File: config.mk
export PLATFORM = sky130hd
export DESIGN_NAME = gddr_init_seq
export DESIGN_NICKNAME = d
export VERILOG_FILES = /design/src/rtl/gis_pkg.sv /design/src/rtl/gis_rst_sync.sv /design/src/rtl/gis_gap_timer.sv /design/src/rtl/gis_cmd_drive.sv /design/src/rtl/gddr_init_seq.sv
export SDC_FILE = /design/constraint.sdc
export NUM_CORES = 1
export LEC_CHECK = 0
export BUFFER_PORTS_ARGS = -buffer_cell sky130_fd_sc_hd__clkbuf_2
export CAP_MARGIN = 20
export CELL_PAD_IN_SITES_DETAIL_PLACEMENT = 0
export CELL_PAD_IN_SITES_GLOBAL_PLACEMENT = 2
export CORE_AREA = 3 3 87 73
export CTS_CLUSTER_DIAMETER = 60
export DETAILED_ROUTE_END_ITERATION = 10
export DIE_AREA = 0 0 90 76
export PLACE_DENSITY = 0.86
export SLEW_MARGIN = 10
export SYNTH_ARGS = -nofsm -noshare
export SYNTH_HDL_FRONTEND = slang
export SYNTH_SLANG_ARGS = --single-unit
File: constraint.sdc
create_clock -name clk -period 1.6 [get_ports clk]
set_input_delay 0.16 -clock clk [delete_from_list [all_inputs] [get_ports clk]]
set_output_delay 0.16 -clock clk [all_outputs]
set_load 0.01 [all_outputs]
File: src/rtl/gis_pkg.sv
package gis_pkg;

  typedef enum logic [3:0] {
    CMD_MRS = 4'b0000,
    CMD_REF = 4'b0001,
    CMD_PRE = 4'b0010,
    CMD_NOP = 4'b0111
  } gis_cmd_e;

  typedef enum logic [4:0] {
    ST_PWR,
    ST_CKEUP,
    ST_PRE1,
    ST_W_PRE1,
    ST_EMR_OFF,
    ST_W_EMR_OFF,
    ST_EMR_ON,
    ST_W_LOCK,
    ST_PRE2,
    ST_W_PRE2,
    ST_EMR_RUN,
    ST_W_EMR_RUN,
    ST_REF,
    ST_W_REF,
    ST_MRS,
    ST_W_MRS,
    ST_DONE
  } gis_state_e;

  localparam logic [1:0] BA_MODE = 2'b00;
  localparam logic [1:0] BA_EXT  = 2'b01;
  localparam int unsigned PRE_ALL_BIT = 10;

endpackage

File: src/rtl/gis_rst_sync.sv
module gis_rst_sync #(
  parameter int unsigned STAGES = 2
) (
  input  logic clk,
  input  logic rst_n_i,
  output logic rst_n_o
);

  logic [STAGES-1:0] sync_q;

  generate
    for (genvar s = 0; s < STAGES; s++) begin : g_stage
      if (s == 0) begin : g_first
        always_ff @(posedge clk or negedge rst_n_i) begin
          if (!rst_n_i) sync_q[s] <= 1'b0;
          else          sync_q[s] <= 1'b1;
        end
      end else begin : g_next
        always_ff @(posedge clk or negedge rst_n_i) begin
          if (!rst_n_i) sync_q[s] <= 1'b0;
          else          sync_q[s] <= sync_q[s-1];
        end
      end
    end
  endgenerate

  assign rst_n_o = sync_q[STAGES-1];

endmodule

File: src/rtl/gis_gap_timer.sv
module gis_gap_timer #(
  parameter int unsigned     CNT_W   = 8,
  parameter logic [CNT_W-1:0] RST_VAL = '0
) (
  input  logic             clk,
  input  logic             rst_n,
  input  logic             clr,
  input  logic             ld,
  input  logic [CNT_W-1:0] ld_val,
  output logic             expired
);

  logic [CNT_W-1:0] cnt_q;
  logic [CNT_W-1:0] cnt_d;
  logic             cnt_en;

  assign cnt_en = clr | ld | (cnt_q != '0);

  always_comb begin
    if (clr)     cnt_d = RST_VAL;
    else if (ld) cnt_d = ld_val;
    else         cnt_d = cnt_q - CNT_W'(1);
  end

  always_ff @(posedge clk or negedge rst_n) begin
    if (!rst_n)      cnt_q <= RST_VAL;
    else if (cnt_en) cnt_q <= cnt_d;
  end

  assign expired = (cnt_q == '0);

endmodule

File: src/rtl/gis_cmd_drive.sv
module gis_cmd_drive
  import gis_pkg::*;
#(
  parameter int unsigned ADDR_W = 12
) (
  input  logic              clk,
  input  logic              rst_n,
  input  logic              clr,
  input  logic              cke_d,
  input  gis_cmd_e          cmd_d,
  input  logic [1:0]        ba_d,
  input  logic [ADDR_W-1:0] addr_d,
  input  logic              done_d,
  output logic              cke,
  output logic              cs_n,
  output logic              ras_n,
  output logic              cas_n,
  output logic              we_n,
  output logic [1:0]        ba,
  output logic [ADDR_W-1:0] addr,
  output logic              done
);

  gis_cmd_e          cmd_q;
  logic              cke_q;
  logic              done_q;
  logic [1:0]        ba_q;
  logic [ADDR_W-1:0] addr_q;

  always_ff @(posedge clk or negedge rst_n) begin
    if (!rst_n) begin
      cke_q  <= 1'b0;
      cmd_q  <= CMD_NOP;
      ba_q   <= '0;
      addr_q <= '0;
      done_q <= 1'b0;
    end else if (clr) begin
      cke_q  <= 1'b0;
      cmd_q  <= CMD_NOP;
      ba_q   <= '0;
      addr_q <= '0;
      done_q <= 1'b0;
    end else begin
      cke_q  <= cke_d;
      cmd_q  <= cmd_d;
      ba_q   <= ba_d;
      addr_q <= addr_d;
      done_q <= done_d;
    end
  end

  assign cke  = cke_q;
  assign {cs_n, ras_n, cas_n, we_n} = cmd_q;
  assign ba   = ba_q;
  assign addr = addr_q;
  assign done = done_q;

endmodule

File: src/rtl/gddr_init_seq.sv
module gddr_init_seq
  import gis_pkg::*;
#(
  parameter int unsigned CLK_PS      = 8000,
  parameter int unsigned STABLE_CYC  = (200_000_000 + CLK_PS - 1) / CLK_PS,
  parameter int unsigned LOCK_CYC    = (1_000_000_000 + CLK_PS - 1) / CLK_PS,
  parameter int unsigned TRP_CYC     = (20_000 + CLK_PS - 1) / CLK_PS,
  parameter int unsigned TRFC_CYC    = (75_000 + CLK_PS - 1) / CLK_PS,
  parameter int unsigned TMRD_CYC    = 4,
  parameter int unsigned N_REF       = 10,
  parameter int unsigned SYNC_STAGES = 2,
  parameter int unsigned ADDR_W      = 12,
  parameter logic [ADDR_W-1:0] EMR_OFF_VAL = ADDR_W'(12'h001),
  parameter logic [ADDR_W-1:0] EMR_ON_VAL  = ADDR_W'(12'h004),
  parameter logic [ADDR_W-1:0] EMR_RUN_VAL = ADDR_W'(12'h004),
  parameter logic [ADDR_W-1:0] MR_VAL      = ADDR_W'(12'h0A2)
) (
  input  logic              clk,
  input  logic              rst_n,
  input  logic              reinit,
  output logic              cke,
  output logic              cs_n,
  output logic              ras_n,
  output logic              cas_n,
  output logic              we_n,
  output logic [1:0]        ba,
  output logic [ADDR_W-1:0] addr,
  output logic              init_done
);

  localparam int unsigned MAX_A   = (STABLE_CYC > LOCK_CYC) ? STABLE_CYC : LOCK_CYC;
  localparam int unsigned MAX_B   = (TRP_CYC > TRFC_CYC) ? TRP_CYC : TRFC_CYC;
  localparam int unsigned MAX_C   = (MAX_B > TMRD_CYC) ? MAX_B : TMRD_CYC;
  localparam int unsigned MAX_GAP = (MAX_A > MAX_C) ? MAX_A : MAX_C;
  localparam int unsigned CNT_W   = $clog2(MAX_GAP + 1);
  localparam int unsigned REF_W   = $clog2(N_REF + 1);

  localparam logic [CNT_W-1:0] LD_STABLE = CNT_W'(STABLE_CYC - 1);
  localparam logic [CNT_W-1:0] LD_TRP    = CNT_W'(TRP_CYC - 2);
  localparam logic [CNT_W-1:0] LD_TRFC   = CNT_W'(TRFC_CYC - 2);
  localparam logic [CNT_W-1:0] LD_TMRD   = CNT_W'(TMRD_CYC - 2);
  localparam logic [CNT_W-1:0] LD_LOCK   = CNT_W'(LOCK_CYC - 2);
  localparam logic [ADDR_W-1:0] PRE_ALL_ADDR = ADDR_W'(1) << PRE_ALL_BIT;

  logic              rst_q_n;
  gis_state_e        state_q, state_d;
  logic [REF_W-1:0]  ref_q, ref_d;
  logic              tmr_ld;
  logic [CNT_W-1:0]  tmr_val;
  logic              tmr_exp;
  gis_cmd_e          cmd_d;
  logic [1:0]        ba_d;
  logic [ADDR_W-1:0] addr_d;
  logic              cke_d;
  logic              done_d;

  gis_rst_sync #(.STAGES(SYNC_STAGES)) u_rst_sync (
    .clk     (clk),
    .rst_n_i (rst_n),
    .rst_n_o (rst_q_n)
  );

  gis_gap_timer #(.CNT_W(CNT_W), .RST_VAL(LD_STABLE)) u_timer (
    .clk     (clk),
    .rst_n   (rst_q_n),
    .clr     (reinit),
    .ld      (tmr_ld),
    .ld_val  (tmr_val),
    .expired (tmr_exp)
  );

  // Next-state and command selection
  always_comb begin
    state_d = state_q;
    ref_d   = ref_q;
    tmr_ld  = 1'b0;
    tmr_val = '0;
    cmd_d   = CMD_NOP;
    ba_d    = BA_MODE;
    addr_d  = '0;
    unique case (state_q)
      ST_PWR:       if (tmr_exp) state_d = ST_CKEUP;
      ST_CKEUP:     state_d = ST_PRE1;
      ST_PRE1, ST_PRE2: begin
        cmd_d   = CMD_PRE;
        addr_d  = PRE_ALL_ADDR;
        tmr_ld  = 1'b1;
        tmr_val = LD_TRP;
        state_d = (state_q == ST_PRE1) ? ST_W_PRE1 : ST_W_PRE2;
      end
      ST_W_PRE1:    if (tmr_exp) state_d = ST_EMR_OFF;
      ST_EMR_OFF: begin
        cmd_d   = CMD_MRS;
        ba_d    = BA_EXT;
        addr_d  = EMR_OFF_VAL;
        tmr_ld  = 1'b1;
        tmr_val = LD_TMRD;
        state_d = ST_W_EMR_OFF;
      end
      ST_W_EMR_OFF: if (tmr_exp) state_d = ST_EMR_ON;
      ST_EMR_ON: begin
        cmd_d   = CMD_MRS;
        ba_d    = BA_EXT;
        addr_d  = EMR_ON_VAL;
        tmr_ld  = 1'b1;
        tmr_val = LD_LOCK;
        state_d = ST_W_LOCK;
      end
      ST_W_LOCK:    if (tmr_exp) state_d = ST_PRE2;
      ST_W_PRE2:    if (tmr_exp) state_d = ST_EMR_RUN;
      ST_EMR_RUN: begin
        cmd_d   = CMD_MRS;
        ba_d    = BA_EXT;
        addr_d  = EMR_RUN_VAL;
        tmr_ld  = 1'b1;
        tmr_val = LD_TMRD;
        state_d = ST_W_EMR_RUN;
      end
      ST_W_EMR_RUN: if (tmr_exp) state_d = ST_REF;
      ST_REF: begin
        cmd_d   = CMD_REF;
        tmr_ld  = 1'b1;
        tmr_val = LD_TRFC;
        ref_d   = ref_q + REF_W'(1);
        state_d = ST_W_REF;
      end
      ST_W_REF: if (tmr_exp) state_d = (ref_q == REF_W'(N_REF)) ? ST_MRS : ST_REF;
      ST_MRS: begin
        cmd_d   = CMD_MRS;
        ba_d    = BA_MODE;
        addr_d  = MR_VAL;
        tmr_ld  = 1'b1;
        tmr_val = LD_TMRD;
        state_d = ST_W_MRS;
      end
      ST_W_MRS:     if (tmr_exp) state_d = ST_DONE;
      ST_DONE:      state_d = ST_DONE;
      default:      state_d = ST_PWR;
    endcase
  end

  assign cke_d  = (state_q != ST_PWR);
  assign done_d = (state_q == ST_DONE);

  always_ff @(posedge clk or negedge rst_q_n) begin
    if (!rst_q_n) begin
      state_q <= ST_PWR;
      ref_q   <= '0;
    end else if (reinit) begin
      state_q <= ST_PWR;
      ref_q   <= '0;
    end else begin
      state_q <= state_d;
      ref_q   <= ref_d;
    end
  end

  gis_cmd_drive #(.ADDR_W(ADDR_W)) u_drive (
    .clk    (clk),
    .rst_n  (rst_q_n),
    .clr    (reinit),
    .cke_d  (cke_d),
    .cmd_d  (cmd_d),
    .ba_d   (ba_d),
    .addr_d (addr_d),
    .done_d (done_d),
    .cke    (cke),
    .cs_n   (cs_n),
    .ras_n  (ras_n),
    .cas_n  (cas_n),
    .we_n   (we_n),
    .ba     (ba),
    .addr   (addr),
    .done   (init_done)
  );

endmodule

# --- After elaboration in Yosys (flattened, before gate mapping) ---
# Index checks and enable logic that the tools add are counted.
totals:
  ff_bits: 46
  in_bits: 3
  output_inout_bits: 20
  elab_cells: 77
op_classes:
  addsub: 2
  n_eq_ne: 25
  n_mux: 26
  bitwise_logic: 2
  n_reduce_logical: 12
op_table:
  columns: ["op", "n"]
  rows:
  - ["5-bit one-hot mux with 16 select lines", 1]
  - ["17-bit one-hot mux with 4 select lines", 1]
  - ["5-bit 2-to-1 mux", 9]
  - ["11-bit one-hot mux with 4 select lines", 1]
  - ["5-bit by 4-bit equality test with 1-bit output (second input constant)", 8]
  - ["17-bit 2-to-1 mux", 2]
  - ["3-bit != test (second input constant)", 8]
  - ["5-bit by 3-bit equality test with 1-bit output (second input constant)", 4]
  - ["17-bit logical NOT", 1]
  - ["17-bit nonzero test", 1]
  - ["17-bit by 1-bit subtractor with 17-bit output (second input constant)", 1]
  - ["4-bit 2-to-1 mux", 3]
  - ["11-bit 2-to-1 mux", 1]
  - ["5-bit by 2-bit equality test with 1-bit output (second input constant)", 2]
  - ["3-bit one-hot mux with 3 select lines", 1]
  - ["8-bit AND reduction", 1]
  - ["7-bit OR reduction", 1]
  - ["3-bit OR reduction", 2]
  - ["5-bit by 1-bit equality test with 1-bit output (second input constant)", 1]
  - ["5-bit equality test (second input constant)", 1]
  - ["5-bit logical NOT", 1]
  - ["1-bit 2-to-1 mux", 5]
  - ["5-bit nonzero test", 1]
  - ["4-bit by 1-bit adder with 4-bit output (second input constant)", 1]
  - ["7 further kinds", 9]

# --- Depth between registers and ports, before layout ---
# Gate-level depths: netlist (run 1).
depth:
  depth_word: 5
  mapped_depth: 7
  mapped_depth_nobuf: 7

# --- Hierarchy ---
# From an unflattened synthesis (run 1), not the netlist that was laid out.
unflattened:
  hier_cells: 241
  hier_area_um2: 2498.6
modules_own_cells:
  columns: ["module", "n_inst", "cells_per_inst", "area_per_inst_um2", "seq_area_each_um2"]
  rows:
  - ["gis_gap_timer", 1, 113, 1058.5, 435.4]
  - ["gddr_init_seq", 1, 83, 740.7, 225.2]
  - ["gis_cmd_drive", 1, 42, 645.6, 504.2]
  - ["gis_rst_sync", 1, 3, 53.8, 50.0]

# --- Worst setup path before layout (run 1) ---
# Ideal clock, no wire load.
synth_timing:
  path_kind: "register to register"
  start: "reg u_timer.cnt_q[0]"
  end: "reg u_timer.cnt_q[0]"
  setup_ns: 0.078
  arrival_ns: 1.804
  required_ns: 1.522
  path_slack_ns: -0.282
  stages_incl_launch_ff: 7
  n_path_buf: 0
  period_less_slack_ns: 1.882
  cell_sequence: "dfstp_2 inv_1 ha_1 nor4b_1 nand4_1 or4b_1 and3_1"
synth_via:
  elab_chain_cells: 3
  elab_cells_between_ends: 5
  cone_classes: "add/sub: 1; mux: 2; bitwise: 1; reduce/logical: 1"
synth_lines:
  columns: ["element", "line_no", "text"]
  rows:
  - ["start, declared", "gis_gap_timer.sv:13", "logic [CNT_W-1:0] cnt_q;"]
  - ["start signal, assigned", "gis_gap_timer.sv:27", "else if (cnt_en) cnt_q <= cnt_d;"]
  - ["17-bit by 1-bit subtractor with 17-bit output", "gis_gap_timer.sv:22", "else cnt_d = cnt_q - CNT_W'(1);"]
  - ["17-bit 2-to-1 mux", "gis_gap_timer.sv:21", "else if (ld) cnt_d = ld_val;"]
  - ["17-bit 2-to-1 mux", "gis_gap_timer.sv:20", "if (clr) cnt_d = RST_VAL;"]
# Parallel ways exist; a longest one is shown, timed or not.
# A chain may end at the register's enable or synchronous reset.

# --- Worst setup path after layout (run 1) ---
layout_timing:
  start: "reg u_timer.cnt_q[0]"
  end: "reg u_timer.cnt_q[15]"
# Same word-level chain as after synthesis.

==> results.toml, run 1 <==
[hold_path]
hold_path_class = "input port to asynchronous set/reset pin"

[logic_synthesis]
yosys-top-cells-area = "dfrtp_1, dfstp_2, xnor2_1"
ys_seq_area_share_pct = 47.4
yosys-top-cells-count = "dfrtp_1, nor2_1, nand2_1"
synth_edf_count = 0
yosysMostFrequentCell = "dfrtp_1"
ys_ff_latch = 38
yosysTopAreaCellShare_pct = 33.2
synthDistinctLibCells = 44
synthArstFlopShare_pct = 100
synth_cells = 199
synthFlopType = "dfrtp_1"
yosys.area.top_type = "dfrtp_1"
synth_warnings = 0
syn_avg_cell_area_sq_um = 10.2
netlist_area_sq_um = 2030

[clock_network]
cts_root_buf = "clkbuf_8"
clock-sinks = 38
cts-buffers-inserted = 5
clock_path_buffers = 2
clkTransAtPathRegs_ns = 0.07
cts_tree = "built"
insertion_delay_ns = 0.29
htree_levels = 2

[grt]
grt_pass1_wl_microns = 7840
overflow = 0
antenna_found_initial = 0
track_usage_pct = 14.3
grt_max_degree = 37
grt_pass1_vias = 1558

[power_and_ir_drop]
power_density_nw_per_um2 = 636
power.total_w = 0.00178
irDropWorstVdd_mv = 0.245
power_leakage_nw = 1.23

[timing]
relSlewSlack_pct = 66.4
setup_ws_ns = -0.114
setup_viol = 12
clock-skew-final_ns = 0.00546
period_share_pct = 107
post-route-min-period_ns = 1.71
max_freq_mhz = 583
tightest_slew_ns = 0.505
rsz0062_at_grt = "true"
hold_viol = 0
whs_ns = 0.181
maxSlewViolCount = 0

[job]
maxCapViolCount = 0

[cells_and_area]
layout.cells.non_filler = 336
diodes = 0
fillers = 516
final_area_sq_um = 2800
fin_nets = 263
drive_gt1_share_pct = 47.3
area_growth_pct = 37.5

[floorplan]
die_w_microns = 90
core_area_sq_um = 5470
row_count = 24
dieArea_sq_um = 6840
initial_core_util_pct = 37.2
ios = 23
die-height_microns = 76

[worst_setup_path]
crit_path_max_incr_delay_ns = 0.54
r2r_cells = 9
endpoint_kind = "register"
r2r-end = "u_timer.cnt_q[15]$_DFFE_PN0P_"
r2r-start = "u_timer.cnt_q[0]$_DFFE_PN1P_"
worst-setup-path-type = "register to register"
startpoint = "u_timer.cnt_q[0]$_DFFE_PN1P_"
required_ns = 1.82
worstPathMaxFanout = 4
worstPathArrival_ns = 1.94
cp-start-kind = "register"
ff2ff_setup_slack_ns = -0.11
path_delay_family = "flip-flops"
crit_slowest_cell = "dfstp_2"
path_buf_inv = 3
path_cells = "inv_2, ha_4, nor4b_4, nand4_1, buf_4, buf_6, nor2_4, or2_4, a21oi_2"

[drt]
ant_nets = 0
routed_wl_microns = 4670
vias = 1606
wire_per_inst_microns = 13.9
dr.pass1.iters = 4
vias_per_cell = 4.78
drt_iter0_markers = 77
drc = 0

[placement]
routabilityCongestion = 0.790
post-place-ws_ns = -0.170
dp.cells = 316
port_buffers = 14
dp_hpwl_microns = 3310
placed_area_sq_um = 2390

[outcome]
status = "finished, violations left"
violations = "setup timing"
-- cells in the final DEF, fill, tap and decap left out, types with 3 or more instances in the layout --
cell / synthesis / layout
dfrtp_1: 27 / 26
clkbuf_8: 0 / 6
buf_6: 3 / 3
o21ai_0: 9 / 5
xor2_1: 8 / 7
nor3_1: 10 / 8
buf_4: 10 / 42
conb_1: 2 / 9
a21oi_1: 9 / 7
nand2b_1: 4 / 3
nor3_4: 1 / 3
o21bai_1: 3 / 3
dfstp_2: 11 / 11
xnor2_1: 12 / 11
nand2_1: 13 / 12
or2_2: 5 / 3
nor4_2: 1 / 3
inv_1: 7 / 5
nor4_4: 2 / 4
clkbuf_2: 0 / 14
nor2_1: 22 / 20
o21ai_2: 0 / 4
-- layer usage --
| metal | global-route usage [%] | routed length [microns] | up-vias |
|---|---|---|---|
| met3 | 3.26 | 134 | 8 |
| met2 | 21.8 | 2150 | 30 |
| met4 | 5.05 | 71 | 0 |
| li1 | - | - | 784 |
| met5 | 0 | 0 | - |
| met1 | 19.9 | 2320 | 784 |
-- registers in the layout (all words and copies together), names as in the netlist --
register / flops
ref_q: 4
state_q: 5
u_drive.addr: 4
u_drive.ba: 1
u_drive.cke: 1
u_drive.cmd_q: 3
u_drive.done: 1
u_rst_sync.rst_n_o: 1
u_rst_sync.sync_q: 1
u_timer.cnt_q: 17
-- timing repair --
| action | CTS | global route |
|---|---|---|
| buffers inserted | 5 | 6 |
| hold endpoints to repair | 2 | 0 |
| pin swaps | 9 | 9 |
| gates resized for setup | 17 | 28 |
| setup endpoints to repair | 19 | 23 |
| hold buffers | 1 | 0 |
-- report_power, final --
group,total (W),switching (W),internal (W)
logic,0.000124,0.0000758,0.0000486
registers,0.000983,0.00000644,0.000977
clock network,0.000672,0.000324,0.000348
-- layout make-up --
cell class              count  area (sq um)  share of cell area [%]
inverters                   7          26.3                   0.940
repair buffers             61           449                    16.1
multi-input cells         144          1170                    41.7
clock inverters             1          5.00                   0.179
clock buffers               7          86.3                    3.09
flip-flops and latches     38           966                    34.5
well taps                  78          97.6                    3.49
-- cell families after synthesis --
kind of cell,Yosys count,synth area share (%)
adder cells (fa/ha/maj),3,1.85
flip-flops,38,47.4
other,2,0.369
buffers and inverters,24,7.45
AO/OA/AOI/OAI,27,8.80
XOR/XNOR,20,8.62
multiplexers,2,0.985
AND/OR/NAND/NOR,83,24.5
-- stage by stage --
step | util, % | setup TNS [ns]
CTS | 47.9 | -0.653
floorplan | - | -0.163
global placement | 43.7 | -0.722
finish | 51.2 | -0.785
global route | 51.2 | -1.90
detailed placement | 43.7 | -1.14
-- worst max path at each step --
| stage | slack [ns] | depth (start not counted) | endpoint |
|---|---|---|---|
| after floorplan | -0.11 | 4 | u_timer.cnt_q[0]$_DFFE_PN1P_ |
| after global placement | -0.13 | 5 | state_q[0]$_DFFE_PN0P_ |
| after detailed placement | -0.17 | 5 | state_q[1]$_DFFE_PN0P_ |
| after CTS | -0.11 | 5 | u_timer.cnt_q[0]$_DFFE_PN1P_ |
| after global routing | -0.17 | 9 | u_timer.cnt_q[11]$_DFFE_PN0P_ |
| final | -0.11 | 9 | u_timer.cnt_q[15]$_DFFE_PN0P_ |
(Power assumes the default switching activity.)
==> run 2, diff against run 1 <==
BUFFER_PORTS_ARGS = default   (was -buffer_cell sky130_fd_sc_hd__clkbuf_2)
CORE_AREA = 3 3 84 70   (was 3 3 87 73)
DIE_AREA = 0 0 87 73   (was 0 0 90 76)
DONT_BUFFER_PORTS = 1   (was default)
PLACE_DENSITY = 0.85   (was 0.86)
SLEW_MARGIN = default   (was 10)
==> run 2 against run 1 <==
Effect of this change: the flow still finishes with violations (setup timing); critical path depth shrank 3; clock power grew 2%; first-iteration DRC count grew 99%; via count grew 3.1%; critical path type unchanged; largest cell class unchanged.
==> results.toml, run 2 (same netlist as run 1, synthesis figures left out) <==
[floorplan]
die_w_microns = 87
die-height_microns = 73
dieArea_sq_um = 6350
row_count = 23
initial_core_util_pct = 40.4
core_area_sq_um = 5040
ios = 23

[cells_and_area]
fin_nets = 258
area_growth_pct = 38.2
diodes = 0
layout.cells.non_filler = 315
largest_register = "u_timer.cnt_q"
largest_register_ff_count = 17
drive_gt1_share_pct = 47.4
final_area_sq_um = 2810
final_common_cell = "buf_4"
reg_top3 = "u_timer.cnt_q (17), state_q (5)"
final_cell_mix = "buf_4, dfrtp_1, nor2_1"

[timing]
timing.setup.tns_ns = -1.97
maxSlewViolCount = 0
post-route-min-period_ns = 1.79
setup_ws_ns = -0.189
period_share_pct = 112
setup_viol = 21
tightest_slew_ns = 0.721
clock-skew-final_ns = 0.00649
rsz0062_at_grt = "true"
hold_viol = 0
relSlewSlack_pct = 51.8
max_freq_mhz = 559
whs_ns = 0.000468

[drt]
wire_per_inst_microns = 16.6
ant_nets = 0
drt_iter0_markers = 153
vias = 1656
routed_wl_microns = 5220
vias_per_cell = 5.26
drc = 0
dr.pass1.iters = 4

[worst_setup_path]
crit_slowest_cell = "or4b_1"
crit_path_max_incr_delay_ns = 0.50
worstPathArrival_ns = 2.02
worst-setup-path-type = "register to register"
required_ns = 1.83
endpoint_kind = "register"
path_cells = "inv_2, ha_4, nor4b_4, nand4_1, or4b_1, and3_1"
cp-start-kind = "register"
worstPathMaxFanout = 3

[grt]
track_usage_pct = 18.1
grt_max_degree = 37
grt_pass1_wl_microns = 8720
grt_pass1_vias = 1742
antenna_found_initial = 0
overflow = 0

[outcome]
violations = "setup timing"
status = "finished, violations left"

[clock_network]
cts-buffers-inserted = 5
clock-sinks = 38
cts_tree = "built"
htree_levels = 2
clock_path_buffers = 2
clkTransAtPathRegs_ns = 0.08
insertion_delay_ns = 0.29
cts_root_buf = "clkbuf_8"

[placement]
port_buffers = 0
dp.cells = 290
placed_area_sq_um = 2340
routabilityCongestion = 0.871
dp_hpwl_microns = 3320

[hold_path]
hold_path_class = "input port to register"

[power_and_ir_drop]
power_density_nw_per_um2 = 642
power_leakage_nw = 1.23
irDropWorstVdd_mv = 0.484

[job]
maxCapViolCount = 0
## run 2: layout make-up
type	count	area (sq um)
timing repair buffer	56	459
clock buffer	7	86.3
clock inverter	1	5.00
sequential	38	965
inverter	7	26.3
multi-input combinational	144	1190
fill	406	2230
tap	62	77.6
## run 2: path summary, 6_finish.rpt
| kind | from | endpoint | depth (start not counted) | slack, ns |
|---|---|---|---|---|
| setup / recovery | u_timer.cnt_q[1]$_DFFE_PN1P_ | u_timer.cnt_q[0]$_DFFE_PN1P_ | 6 | -0.19 |
| hold / removal | reinit | u_timer.cnt_q[5]$_DFFE_PN1P_ | 1 | 0.0005 |
| setup reg to reg | u_timer.cnt_q[1]$_DFFE_PN1P_ | u_timer.cnt_q[0]$_DFFE_PN1P_ | 6 | -0.19 |
| hold reg to reg | u_rst_sync.rst_n_o$_DFF_PN0_ | u_drive.cke$_DFF_PN0_ | 1 | 0.28 |
| max in group asynchronous | u_rst_sync.rst_n_o$_DFF_PN0_ | u_timer.cnt_q[14]$_DFFE_PN1P_ | 1 | 0.97 |
| min in group asynchronous | rst_n | u_rst_sync.rst_n_o$_DFF_PN0_ | 1 | 0.09 |
## run 2: critical path, delay by kind of cell, from the launching register on
| kind | cells | cell delay [ns] |
|---|---|---|
| AND/OR/NAND/NOR | 4 | 1.11 |
| flip-flops | 1 | 0.39 |
| adder cells (fa/ha/maj) | 1 | 0.15 |
| buffers and inverters | 1 | 0.07 |
## run 2: per-layer routing
metal  GRT usage, %  vias up  wire, microns
met2           30.3       29           2600
met4           6.92        0             82
met3           4.40        9            173
met5              0        -              0
li1               -      770              -
met1           22.4      848           2360
## run 2: metrics by stage
step | total power (W) | setup slack, ns | utilization [%]
after floorplan | 0.00108 | -0.111 | -
after global placement | 0.00110 | -0.211 | 46.4
after detailed placement | 0.00110 | -0.244 | 46.4
after CTS | 0.00181 | -0.136 | 53.7
after global routing | 0.00187 | -0.257 | 55.8
final | 0.00180 | -0.189 | 55.8
## run 2: power by group
part / total, W / internal (W) / leakage, nW / switching (W)
clock network: 0.000684 / 0.000348 / 0.0482 / 0.000336
logic: 0.000134 / 0.0000556 / 0.692 / 0.0000784
registers: 0.000985 / 0.000977 / 0.489 / 0.00000791
## run 2: what timing repair did
action,in CTS,in global routing
setup buffers,13,2
hold buffers,3,0
endpoints found under the setup margin,19,25
resized for setup,34,17
hold endpoints to repair,17,0
pin swaps,17,10
